<file path="src/rtl/dmac_pkg.sv">
package dmac_pkg;
   typedef enum logic [1:0] {XF_IDLE, XF_RD, XF_WR} xf_state_e;

   localparam logic [2:0] RG_SRC = 3'd0;
   localparam logic [2:0] RG_DST = 3'd1;
   localparam logic [2:0] RG_CNT = 3'd2;
   localparam logic [2:0] RG_RLD = 3'd3;
   localparam logic [2:0] RG_CTL = 3'd4;

   localparam int CB_EN   = 0;
   localparam int CB_WIDE = 1;
   localparam int CB_SFWD = 2;
   localparam int CB_DFWD = 3;
   localparam int CB_REP  = 4;
   localparam int CB_TRIG = 5;
endpackage

</file>
<file path="src/rtl/dmac_chan.sv">
module dmac_chan
   import dmac_pkg::*;
#(
   parameter int ADDR_W = 20,
   parameter int CNT_W  = 16
) (
   input  logic              clk,
   input  logic              rst_n,
   input  logic              wr_en,
   input  logic [2:0]        wr_reg,
   input  logic [ADDR_W-1:0] wr_data,
   input  logic [2:0]        rd_reg,
   output logic [ADDR_W-1:0] rd_data,
   input  logic              req_in,
   input  logic              grant,
   input  logic              done,
   output logic              pend,
   output logic [ADDR_W-1:0] src_addr,
   output logic [ADDR_W-1:0] dst_addr,
   output logic              wide,
   output logic              irq
);
   localparam int PAD_W = ADDR_W - CNT_W;

   logic en_q, wide_q, sfwd_q, dfwd_q, rep_q, fresh_q, pend_q, irq_q;
   logic [ADDR_W-1:0] src_q, dst_q, ptr_q;
   logic [CNT_W-1:0]  cnt_q, rld_q;

   logic ctl_wr, ctl_take, at_zero, uflow;
   logic [ADDR_W-1:0] fwd_reg, fwd_now, step;

   assign ctl_wr   = wr_en && (wr_reg == RG_CTL);
   assign ctl_take = ctl_wr && !(wr_data[CB_SFWD] && wr_data[CB_DFWD]);
   assign at_zero  = (cnt_q == '0);
   assign uflow    = done && at_zero;
   assign fwd_reg  = sfwd_q ? src_q : dst_q;
   assign fwd_now  = fresh_q ? fwd_reg : ptr_q;
   assign step     = wide_q ? ADDR_W'(2) : ADDR_W'(1);

   assign src_addr = sfwd_q ? fwd_now : src_q;
   assign dst_addr = dfwd_q ? fwd_now : dst_q;
   assign wide     = wide_q;
   assign pend     = pend_q;
   assign irq      = irq_q;

   always_ff @(posedge clk) begin
      if (!rst_n) begin
         en_q <= 1'b0; wide_q <= 1'b0; sfwd_q <= 1'b0; dfwd_q <= 1'b0;
         rep_q <= 1'b0; fresh_q <= 1'b0; pend_q <= 1'b0; irq_q <= 1'b0;
         src_q <= '0; dst_q <= '0; ptr_q <= '0; cnt_q <= '0; rld_q <= '0;
      end else begin
         irq_q <= uflow;
         if (wr_en && (wr_reg == RG_SRC) && (sfwd_q || !en_q)) src_q <= wr_data;
         if (wr_en && (wr_reg == RG_DST) && (dfwd_q || !en_q)) dst_q <= wr_data;
         if (wr_en && (wr_reg == RG_RLD)) rld_q <= wr_data[CNT_W-1:0];
         if (grant) begin
            pend_q <= 1'b0;
            if (fresh_q) begin
               ptr_q   <= fwd_reg;
               cnt_q   <= rld_q;
               fresh_q <= 1'b0;
            end
         end
         if (en_q && req_in) pend_q <= 1'b1;
         if (done) begin
            ptr_q <= ptr_q + step;
            if (at_zero && rep_q) cnt_q <= rld_q;
            else                  cnt_q <= cnt_q - CNT_W'(1);
            if (at_zero && !rep_q) begin
               en_q   <= 1'b0;
               pend_q <= 1'b0;
            end
         end
         if (ctl_take) begin
            en_q   <= wr_data[CB_EN];
            wide_q <= wr_data[CB_WIDE];
            sfwd_q <= wr_data[CB_SFWD];
            dfwd_q <= wr_data[CB_DFWD];
            rep_q  <= wr_data[CB_REP];
            if (wr_data[CB_EN] && !en_q) fresh_q <= 1'b1;
            if (!wr_data[CB_EN])         pend_q  <= 1'b0;
            else if (wr_data[CB_TRIG])   pend_q  <= 1'b1;
         end
      end
   end

   always_comb begin
      unique case (rd_reg)
         RG_SRC:  rd_data = (en_q && sfwd_q && !fresh_q) ? ptr_q : src_q;
         RG_DST:  rd_data = (en_q && dfwd_q && !fresh_q) ? ptr_q : dst_q;
         RG_CNT:  rd_data = {{PAD_W{1'b0}}, cnt_q};
         RG_RLD:  rd_data = {{PAD_W{1'b0}}, rld_q};
         RG_CTL:  rd_data = ADDR_W'({rep_q, dfwd_q, sfwd_q, wide_q, en_q});
         default: rd_data = '0;
      endcase
   end


   irq_pulse_chk: assert property (@(posedge clk) disable iff (!rst_n)
      irq |=> !irq);


   single_off_chk: assert property (@(posedge clk) disable iff (!rst_n)
      (done && at_zero && !rep_q && !ctl_wr) |=> !en_q);


   repeat_reload_chk: assert property (@(posedge clk) disable iff (!rst_n)
      (done && at_zero && rep_q && !ctl_wr) |=> (en_q && cnt_q == $past(rld_q)));


   fixed_lock_chk: assert property (@(posedge clk) disable iff (!rst_n)
      (en_q && !sfwd_q && !ctl_wr) |=> $stable(src_q));
endmodule

</file>
<file path="src/rtl/dmac_arb.sv">
module dmac_arb #(
   parameter int NCH = 2
) (
   input  logic           idle,
   input  logic [NCH-1:0] pend,
   output logic [NCH-1:0] gnt
);
   always_comb begin
      logic taken;
      taken = 1'b0;
      gnt   = '0;
      for (int i = 0; i < NCH; i++) begin
         if (idle && pend[i] && !taken) begin
            gnt[i] = 1'b1;
            taken  = 1'b1;
         end
      end
   end
endmodule

</file>
<file path="src/rtl/dmac_xfer.sv">
module dmac_xfer
   import dmac_pkg::*;
#(
   parameter int NCH    = 2,
   parameter int ADDR_W = 20,
   parameter int DATA_W = 16
) (
   input  logic                      clk,
   input  logic                      rst_n,
   input  logic [NCH-1:0]            gnt_ch,
   input  logic [NCH-1:0][ADDR_W-1:0] src_a,
   input  logic [NCH-1:0][ADDR_W-1:0] dst_a,
   input  logic [NCH-1:0]            wide_a,
   output logic                      idle,
   output logic [NCH-1:0]            done,
   output logic                      bus_req,
   input  logic                      bus_gnt,
   output logic                      bus_we,
   output logic                      bus_wide,
   output logic [ADDR_W-1:0]         bus_addr,
   output logic [DATA_W-1:0]         bus_wdata,
   input  logic [DATA_W-1:0]         bus_rdata
);
   localparam int IDX_W = (NCH > 1) ? $clog2(NCH) : 1;

   xf_state_e         st;
   logic [IDX_W-1:0]  ch_q, pick;
   logic [ADDR_W-1:0] src_q, dst_q;
   logic              wide_q;
   logic [DATA_W-1:0] data_q;

   always_comb begin
      pick = '0;
      for (int i = NCH - 1; i >= 0; i--) begin
         if (gnt_ch[i]) pick = IDX_W'(i);
      end
   end

   always_ff @(posedge clk) begin
      if (!rst_n) begin
         st <= XF_IDLE; ch_q <= '0; src_q <= '0; dst_q <= '0;
         wide_q <= 1'b0; data_q <= '0;
      end else begin
         unique case (st)
            XF_IDLE: if (|gnt_ch) begin
               ch_q   <= pick;
               src_q  <= src_a[pick];
               dst_q  <= dst_a[pick];
               wide_q <= wide_a[pick];
               st     <= XF_RD;
            end
            XF_RD: if (bus_gnt) begin
               data_q <= wide_q ? bus_rdata : {{(DATA_W-8){1'b0}}, bus_rdata[7:0]};
               st     <= XF_WR;
            end
            XF_WR: if (bus_gnt) st <= XF_IDLE;
            default: st <= XF_IDLE;
         endcase
      end
   end

   assign idle      = (st == XF_IDLE);
   assign bus_req   = (st != XF_IDLE);
   assign bus_we    = (st == XF_WR);
   assign bus_wide  = wide_q;
   assign bus_addr  = (st == XF_WR) ? dst_q : src_q;
   assign bus_wdata = data_q;

   for (genvar g = 0; g < NCH; g++) begin : g_done
      assign done[g] = (st == XF_WR) && bus_gnt && (ch_q == IDX_W'(g));
   end


   phase_hold_chk: assert property (@(posedge clk) disable iff (!rst_n)
      (bus_req && !bus_gnt) |=> (bus_req && $stable(bus_addr) && $stable(bus_we)));


   rd_before_wr_chk: assert property (@(posedge clk) disable iff (!rst_n)
      $rose(bus_we) |-> $past(bus_req && bus_gnt && !bus_we));
endmodule

</file>
<file path="src/rtl/dmac2ch.sv">
module dmac2ch #(
   parameter int ADDR_W = 20,
   parameter int CNT_W  = 16,
   parameter int DATA_W = 16
) (
   input  logic              clk,
   input  logic              rst_n,
   input  logic              cpu_we,
   input  logic [3:0]        cpu_addr,
   input  logic [ADDR_W-1:0] cpu_wdata,
   output logic [ADDR_W-1:0] cpu_rdata,
   input  logic [1:0]        dreq,
   output logic [1:0]        irq,
   output logic              bus_req,
   input  logic              bus_gnt,
   output logic              bus_we,
   output logic              bus_wide,
   output logic [ADDR_W-1:0] bus_addr,
   output logic [DATA_W-1:0] bus_wdata,
   input  logic [DATA_W-1:0] bus_rdata
);
   localparam int NCH = 2;

   if (DATA_W != 16) begin : g_bad_data
      $error("dmac2ch: DATA_W must be 16");
   end
   if (CNT_W >= ADDR_W) begin : g_bad_cnt
      $error("dmac2ch: CNT_W must be narrower than ADDR_W");
   end
   if (ADDR_W < 8) begin : g_bad_addr
      $error("dmac2ch: ADDR_W too small");
   end

   logic [NCH-1:0]             pend, gnt, done, wide_a;
   logic                       idle;
   logic [NCH-1:0][ADDR_W-1:0] src_a, dst_a, rd_a;

   for (genvar g = 0; g < NCH; g++) begin : g_ch
      dmac_chan #(.ADDR_W(ADDR_W), .CNT_W(CNT_W)) u_chan (
         .clk      (clk),
         .rst_n    (rst_n),
         .wr_en    (cpu_we && (cpu_addr[3] == 1'(g))),
         .wr_reg   (cpu_addr[2:0]),
         .wr_data  (cpu_wdata),
         .rd_reg   (cpu_addr[2:0]),
         .rd_data  (rd_a[g]),
         .req_in   (dreq[g]),
         .grant    (gnt[g]),
         .done     (done[g]),
         .pend     (pend[g]),
         .src_addr (src_a[g]),
         .dst_addr (dst_a[g]),
         .wide     (wide_a[g]),
         .irq      (irq[g])
      );
   end

   dmac_arb #(.NCH(NCH)) u_arb (
      .idle (idle),
      .pend (pend),
      .gnt  (gnt)
   );

   dmac_xfer #(.NCH(NCH), .ADDR_W(ADDR_W), .DATA_W(DATA_W)) u_xfer (
      .clk       (clk),
      .rst_n     (rst_n),
      .gnt_ch    (gnt),
      .src_a     (src_a),
      .dst_a     (dst_a),
      .wide_a    (wide_a),
      .idle      (idle),
      .done      (done),
      .bus_req   (bus_req),
      .bus_gnt   (bus_gnt),
      .bus_we    (bus_we),
      .bus_wide  (bus_wide),
      .bus_addr  (bus_addr),
      .bus_wdata (bus_wdata),
      .bus_rdata (bus_rdata)
   );

   assign cpu_rdata = rd_a[cpu_addr[3]];


   prio_chk: assert property (@(posedge clk) disable iff (!rst_n)
      gnt[1] |-> !pend[0]);


   grant_onehot_chk: assert property (@(posedge clk) disable iff (!rst_n)
      $onehot0(gnt));


   grant_idle_chk: assert property (@(posedge clk) disable iff (!rst_n)
      (|gnt) |-> !bus_req);
endmodule

</file>
<file path="config.mk">
export PLATFORM = sky130hd
export DESIGN_NAME = dmac2ch
export DESIGN_NICKNAME = d
export VERILOG_FILES = /design/src/rtl/dmac_pkg.sv /design/src/rtl/dmac_chan.sv /design/src/rtl/dmac_arb.sv /design/src/rtl/dmac_xfer.sv /design/src/rtl/dmac2ch.sv
export SDC_FILE = /design/constraint.sdc
export NUM_CORES = 1
export LEC_CHECK = 0
export ABC_AREA = 1
export BUFFER_PORTS_ARGS = -buffer_cell sky130_fd_sc_hd__buf_2
export CAP_MARGIN = 20
export CELL_PAD_IN_SITES_DETAIL_PLACEMENT = 2
export CELL_PAD_IN_SITES_GLOBAL_PLACEMENT = 2
export CORE_UTILIZATION = 33
export DETAILED_ROUTE_END_ITERATION = 8
export GPL_ROUTABILITY_DRIVEN = 0
export PLACE_DENSITY_LB_ADDON = 0.1
export RECOVER_POWER = 25
export SLEW_MARGIN = 20
export SYNTH_ARGS = -nofsm -noshare
export SYNTH_HDL_FRONTEND = slang
export SYNTH_SLANG_ARGS = --single-unit
</file>
<file path="constraint.sdc">
create_clock -name clk -period 3.1 [get_ports clk]
set_clock_uncertainty 0.1 [all_clocks]
set_input_delay 0.465 -clock clk [delete_from_list [all_inputs] [get_ports clk]]
set_output_delay 0.465 -clock clk [all_outputs]
set_load 0.1 [all_outputs]
</file>
Yosys cells after proc, flatten, opt, wreduce, memory -nomap -nowiden:

Index checks and enable logic that the tools add are counted.

* $mul: 0
* $lt $le $gt $ge: 2
* div/mod/pow operators: 0
* eq/ne operators: 9
* reduce and logical (&&, ||, !) cells: 74
* shifts and indexed selects: 0
* bitwise operators: 2
* add/sub/neg operators: 4
* muxes and demuxes: 72

Operators by type and width (number)
* 20-bit two-way mux: 23
* 20-bit one-hot mux with 5 select lines: 2
* 16-bit two-way mux: 9
* 1-bit logical AND: 41
* 20-bit adder: 2
* 16-bit logical NOT: 2
* 1-bit two-way mux: 32
* 16-bit by 1-bit subtractor with 16-bit output (second input constant): 2
* 2-bit nonzero test: 9
* 2-bit AND reduction: 6
* 2-bit two-way mux: 5
* 1-bit logical NOT: 8
* 3-bit by 2-bit equality test with 1-bit output (second input constant): 2
* 2-bit one-hot mux with 3 select lines: 1
* 1-bit logical OR: 4
* 1-bit by 2-bit < comparator with 1-bit output (second input constant): 2
* 2-bit != test (second input constant): 2
* 3-bit by 1-bit equality test with 1-bit output (second input constant): 1
* 3-bit equality test (second input constant): 1
* 3-bit logical NOT: 1
* 3-bit AND reduction: 1
* 2-bit by 1-bit equality test with 1-bit output (second input constant): 1
* 2-bit equality test (second input constant): 1
* 2-bit logical NOT: 1
* other kinds (3): 4

* bits in latches: 0
* bits in read-only memories: 0
* input port bits: 46
* output and inout bits: 61
* bits in writable memories: 0
* memories: 0
* register bits after elaboration: 260

Longest topological paths before layout:

* depth after elaboration: 13
* depth in mapped cells: 15
* mapped depth without buffers: 15

Modules after synthesis:

A second synthesis with hierarchy kept.

* cells, all modules: 2678
* area, all modules: 16558.4 um^2

By module, submodules not included
* dmac_chan (g_ch[0].u_chan): area an instance 6518.8 um^2, sequential area each 2001.9 um^2, cells each 1020, instances 1
* dmac_chan (g_ch[1].u_chan): area an instance 6368.6 um^2, sequential area each 2001.9 um^2, cells each 995, instances 1
* dmac_xfer: area an instance 3364.5 um^2, sequential area each 1201.2 um^2, cells each 588, instances 1
* dmac2ch: area an instance 281.5 um^2, sequential area each 0.0 um^2, cells each 69, instances 1
* dmac_arb: area an instance 25.0 um^2, sequential area each 0.0 um^2, cells each 6, instances 1

Least setup slack after synthesis:

Ideal clock, no wire load.

* path kind: reg-to-output
* start: reg u_xfer.st[1]
* end: out bus_addr[0]
* stages on the path, launching flop included: 4
* arrival time: 2.793 ns
* setup slack: -0.258 ns
* buffers on the path: 1
* required time: 2.535 ns
* cells stage by stage: dfxtp_1 nand2_4 clkbuf_1 o21ai_0

* cells in the longest elaborated chain, start to end: 2

Ends and longest elaborated chain
* start, declared: RTL line dmac_xfer.sv:26 `xf_state_e st;`
* start signal, assigned: RTL line dmac_xfer.sv:41 `st <= XF_IDLE; ch_q <= '0; src_q <= '0; dst_q <= '0;`
* start signal, assigned: RTL line dmac_xfer.sv:50 `st <= XF_RD;`
* start signal, assigned: RTL line dmac_xfer.sv:54 `st <= XF_WR;`
* 2-bit equality test: RTL line dmac_xfer.sv:66 `assign bus_addr = (st == XF_WR) ? dst_q : src_q;`
* 20-bit two-way mux: RTL line dmac_xfer.sv:66
* end, declared: RTL line dmac2ch.sv:18 `output logic [ADDR_W-1:0] bus_addr,`

No other way between the ends.

Worst setup path in the final report:

* start: reg g_ch[1].u_chan.en_q
* end: out cpu_rdata[4]

* cells in the longest elaborated chain, start to end: 6
* elaborated cells between the ends (all ways): 9

Ends and longest elaborated chain
* start, declared: RTL line dmac_chan.sv:25 `logic en_q, wide_q, sfwd_q, dfwd_q, rep_q, fresh_q, pend_q, irq_q;`
* start signal, assigned: RTL line dmac_chan.sv:75 `en_q <= wr_data[CB_EN];`
* 1-bit logical AND, on equally long branches (2 in series): RTL line dmac_chan.sv:90, dmac_chan.sv:89
* 20-bit two-way mux, on equally long branches: RTL line dmac_chan.sv:90, dmac_chan.sv:89
* 20-bit one-hot mux with 5 select lines *: RTL line dmac_chan.sv:88 `unique case (rd_reg)`
* 20-bit two-way mux (not written as such) * (2 in series): RTL line dmac2ch.sv:82 `assign cpu_rdata = rd_a[cpu_addr[3]];`
* end, declared: RTL line dmac2ch.sv:11 `output logic [ADDR_W-1:0] cpu_rdata,`

Mark *: on every way between the ends. The rest lies on a longest branch, timed or not. The select of a mux whose other input is x is not followed.

==> qor.json <==
{
  "global_route.overflow_total": 0,
  "die_width_um": 221.0,
  "use_met2_pct": 53.74,
  "clock_insertion_delay_worst_skew_ps": 560,
  "timing.final.crit_period_ps": 3108,
  "power_per_cell_area_mw_per_mm2": 454.3,
  "finalNonFillerCells": 3199,
  "place.detailed.instances": 3142,
  "grt.met1_usage_pct": 45.09,
  "clockRootBuffer": "clkbuf_16",
  "worst_pin_slew_ps": 1328,
  "vias": 18710,
  "power_leakage_nw": 7.395,
  "hp-class": "in -> reg",
  "postLayoutSetupSlackWorst_ps": -7.985,
  "area.sequential_mm2": 0.005209,
  "routed_wirelength_normalized_by_instance_count_um": 26.42,
  "critical_path_required_ps": 2530,
  "rsz0062_at_grt": "true",
  "cts_sinks": 260,
  "antenna_violating_nets_post_route": 0,
  "finalHoldViolCount": 0,
  "clk_pin_slew_worst_paths_ps": 60,
  "synth.cells.most_frequent": "nand2_1 (490), o21ai_0 (413), a21oi_1 (340)",
  "buffer_ports.inserted": 106,
  "multi_input_area_mm2": 0.008787,
  "synth_area_leader_cell": "dfxtp_1",
  "global_route.usage.total_pct": 34.09,
  "rows": 79,
  "floorplan.core_area_mm2": 0.04695,
  "cts_max_path_buffers": 3,
  "postSynth.asyncResetShare_pct": 0,
  "synth_nets": 2578,
  "floorplan.initialDensity_pct": 33.71,
  "run_status": "finished, violations left",
  "tritoncts.num_buffers": 36,
  "postLayoutCoreUtil_pct": 39.15,
  "n_fill_cell": 5731,
  "vdd.ir_drop.worst_mv": 0.3840,
  "antenna_violations_before_repair": 5,
  "grt-busiest-layer": "met2",
  "post-synth-top-area-fraction_pct": 32.89,
  "grt_max_degree": 183,
  "crit_arrival_ps": 2540,
  "yosys_most_used_dff": "dfxtp_1",
  "cts_tree": "yes",
  "number_of_nets_at_the_end_of_the_flow": 2629,
  "timing_worst_setup_path_type": "reg -> out",
  "synth_cells": 2522,
  "detail_route.drc_violations": 0,
  "report.final.slew_viol_count": 0,
  "preCtsSetupSlack_ps": 176.8,
  "yosys.cell_types.count": 45,
  "detailed_place_hpwl_mm": 61.47,
  "syn_area_per_cell_um2": 6.275,
  "synth.yosys.seq_area_share_pct": 32.89,
  "design_power_total_mw": 8.352,
  "cap_viol_max_count": 0,
  "vias_in_the_first_global_route": 19470,
  "top_cells_by_area_synth": "dfxtp_1 (33%), o21ai_0 (13%), nand2_1 (12%)",
  "synth_edf_count": 0,
  "ys_ff_latch": 260,
  "slew_headroom_pct": 11.49,
  "met3_track_utilization_from_global_routing_pct": 5.524,
  "drtIter0Drc": 1513,
  "antenna-diode-count": 0,
  "floorplan.io_pins": 107,
  "fin_area_mm2": 0.01838,
  "maxClockFrequency_mhz": 321.8,
  "syn2layout_area_growth_pct": 16.15,
  "synth_warnings": 0,
  "yosys.cell_count.top_type": "nand2_1",
  "totalWireLength_mm": 84.50,
  "placement.cell_area_mm2": 0.01725,
  "total_setup_violations_reported_at_the_end_of_the_flow": 1,
  "drt-vias-per-instance": 5.848,
  "grt_first_pass_wirelength_mm": 125.6,
  "violations": "setup timing",
  "die_area_mm2": 0.04884,
  "chipHeight_um": 221.0,
  "drive_above_1_share_pct": 9.645,
  "mappedNetlistArea_mm2": 0.01583,
  "hold_ws_ps": 87.03,
  "timing.critical_path.from_type": "register",
  "pre_repair_dr_iteration_count": 5,
  "cts_max_level": 2,
  "timing.critical_path.to_type": "primary output",
  "fin_crit_sh_pct": 100.3,
  "critical_path_peak_fanout": 40,
  "final.setup.tns_ps": -7.985
}
## worst paths after layout
check | startpoint | to | slack [ps] | cells after the start
worst max-delay path | g_ch[1].u_chan.en_q | cpu_rdata[4] | -8 | 7
worst min register to register | u_xfer.bus_wdata[6] | u_xfer.bus_wdata[6] | 350 | 2
worst min-delay path | bus_rdata[14] | u_xfer.bus_wdata[14] | 90 | 3
worst max register to register | g_ch[0].u_chan.wide | g_ch[0].u_chan.ptr_q[18] | 420 | 13
## flip-flops by register name (all words and copies together), names as in the netlist, 16 cells and up
| name | cells |
|---|---|
| g_ch.u_chan.cnt_q | 32 |
| g_ch.u_chan.dst_q | 40 |
| g_ch.u_chan.ptr_q | 40 |
| g_ch.u_chan.rld_q | 32 |
| g_ch.u_chan.src_q | 40 |
| u_xfer.bus_wdata | 16 |
| u_xfer.dst_q | 20 |
| u_xfer.src_q | 20 |
## report_power, final
| group | switching [mW] | total (mW) | internal, mW |
|---|---|---|---|
| clock network | 1.69 | 4.20 | 2.51 |
| logic | 0.544 | 0.706 | 0.162 |
| registers | 0.0442 | 3.44 | 3.40 |
## cell families (layout without fill, tap and decap cells)
kind of cell	count (synthesis)	count (layout)	share of synthesized area [%]
compound gates	872	872	29.12
simple gates	895	895	23.88
xor+xnor	27	27	1.494
fa+ha+maj	10	10	0.8855
buf+inv	458	528	11.72
flops	260	260	32.89
## critical path: stages (launching register included)
cell	delay, ps
dfxtp_1	410
nand3_1	120
buf_6	220
o21ai_0	530
nand3_1	250
nand2_1	130
nand2_1	110
buf_12	180
## placed cells by master (no fill, tap or decap), types with 33 or more instances in the layout
master / synthesis / routed
clkbuf_16: 0 / 37
nand2_1: 490 / 492
o21ai_0: 413 / 408
nand4_1: 33 / 33
nand3_1: 105 / 104
dfxtp_1: 260 / 257
buf_2: 41 / 65
buf_4: 12 / 59
inv_1: 278 / 280
nor2_1: 212 / 212
a21oi_1: 340 / 340
## layer usage
layer / up-vias / wire length, µm
met2: 628 / 37470
met4: 0 / 4302
met3: 185 / 5839
li1: 8443 / -
met1: 9452 / 36890
met5: - / 0
## final cells by class
type,instances,share of cell area (%)
multi-input cells,1804,47.80
flip-flops and latches,260,28.34
repair buffers,174,7.426
clock inverters,8,0.5105
inverters,297,6.078
well taps,607,4.132
clock buffers,49,5.717
## what timing repair did
| action | in CTS | in global routing |
|---|---|---|
| setup buffers | 0 | 0 |
| setup endpoints to repair | 16 | 16 |
| hold buffers | 0 | 0 |
| resized for setup | 6 | 9 |
(Power assumes the default switching activity.)
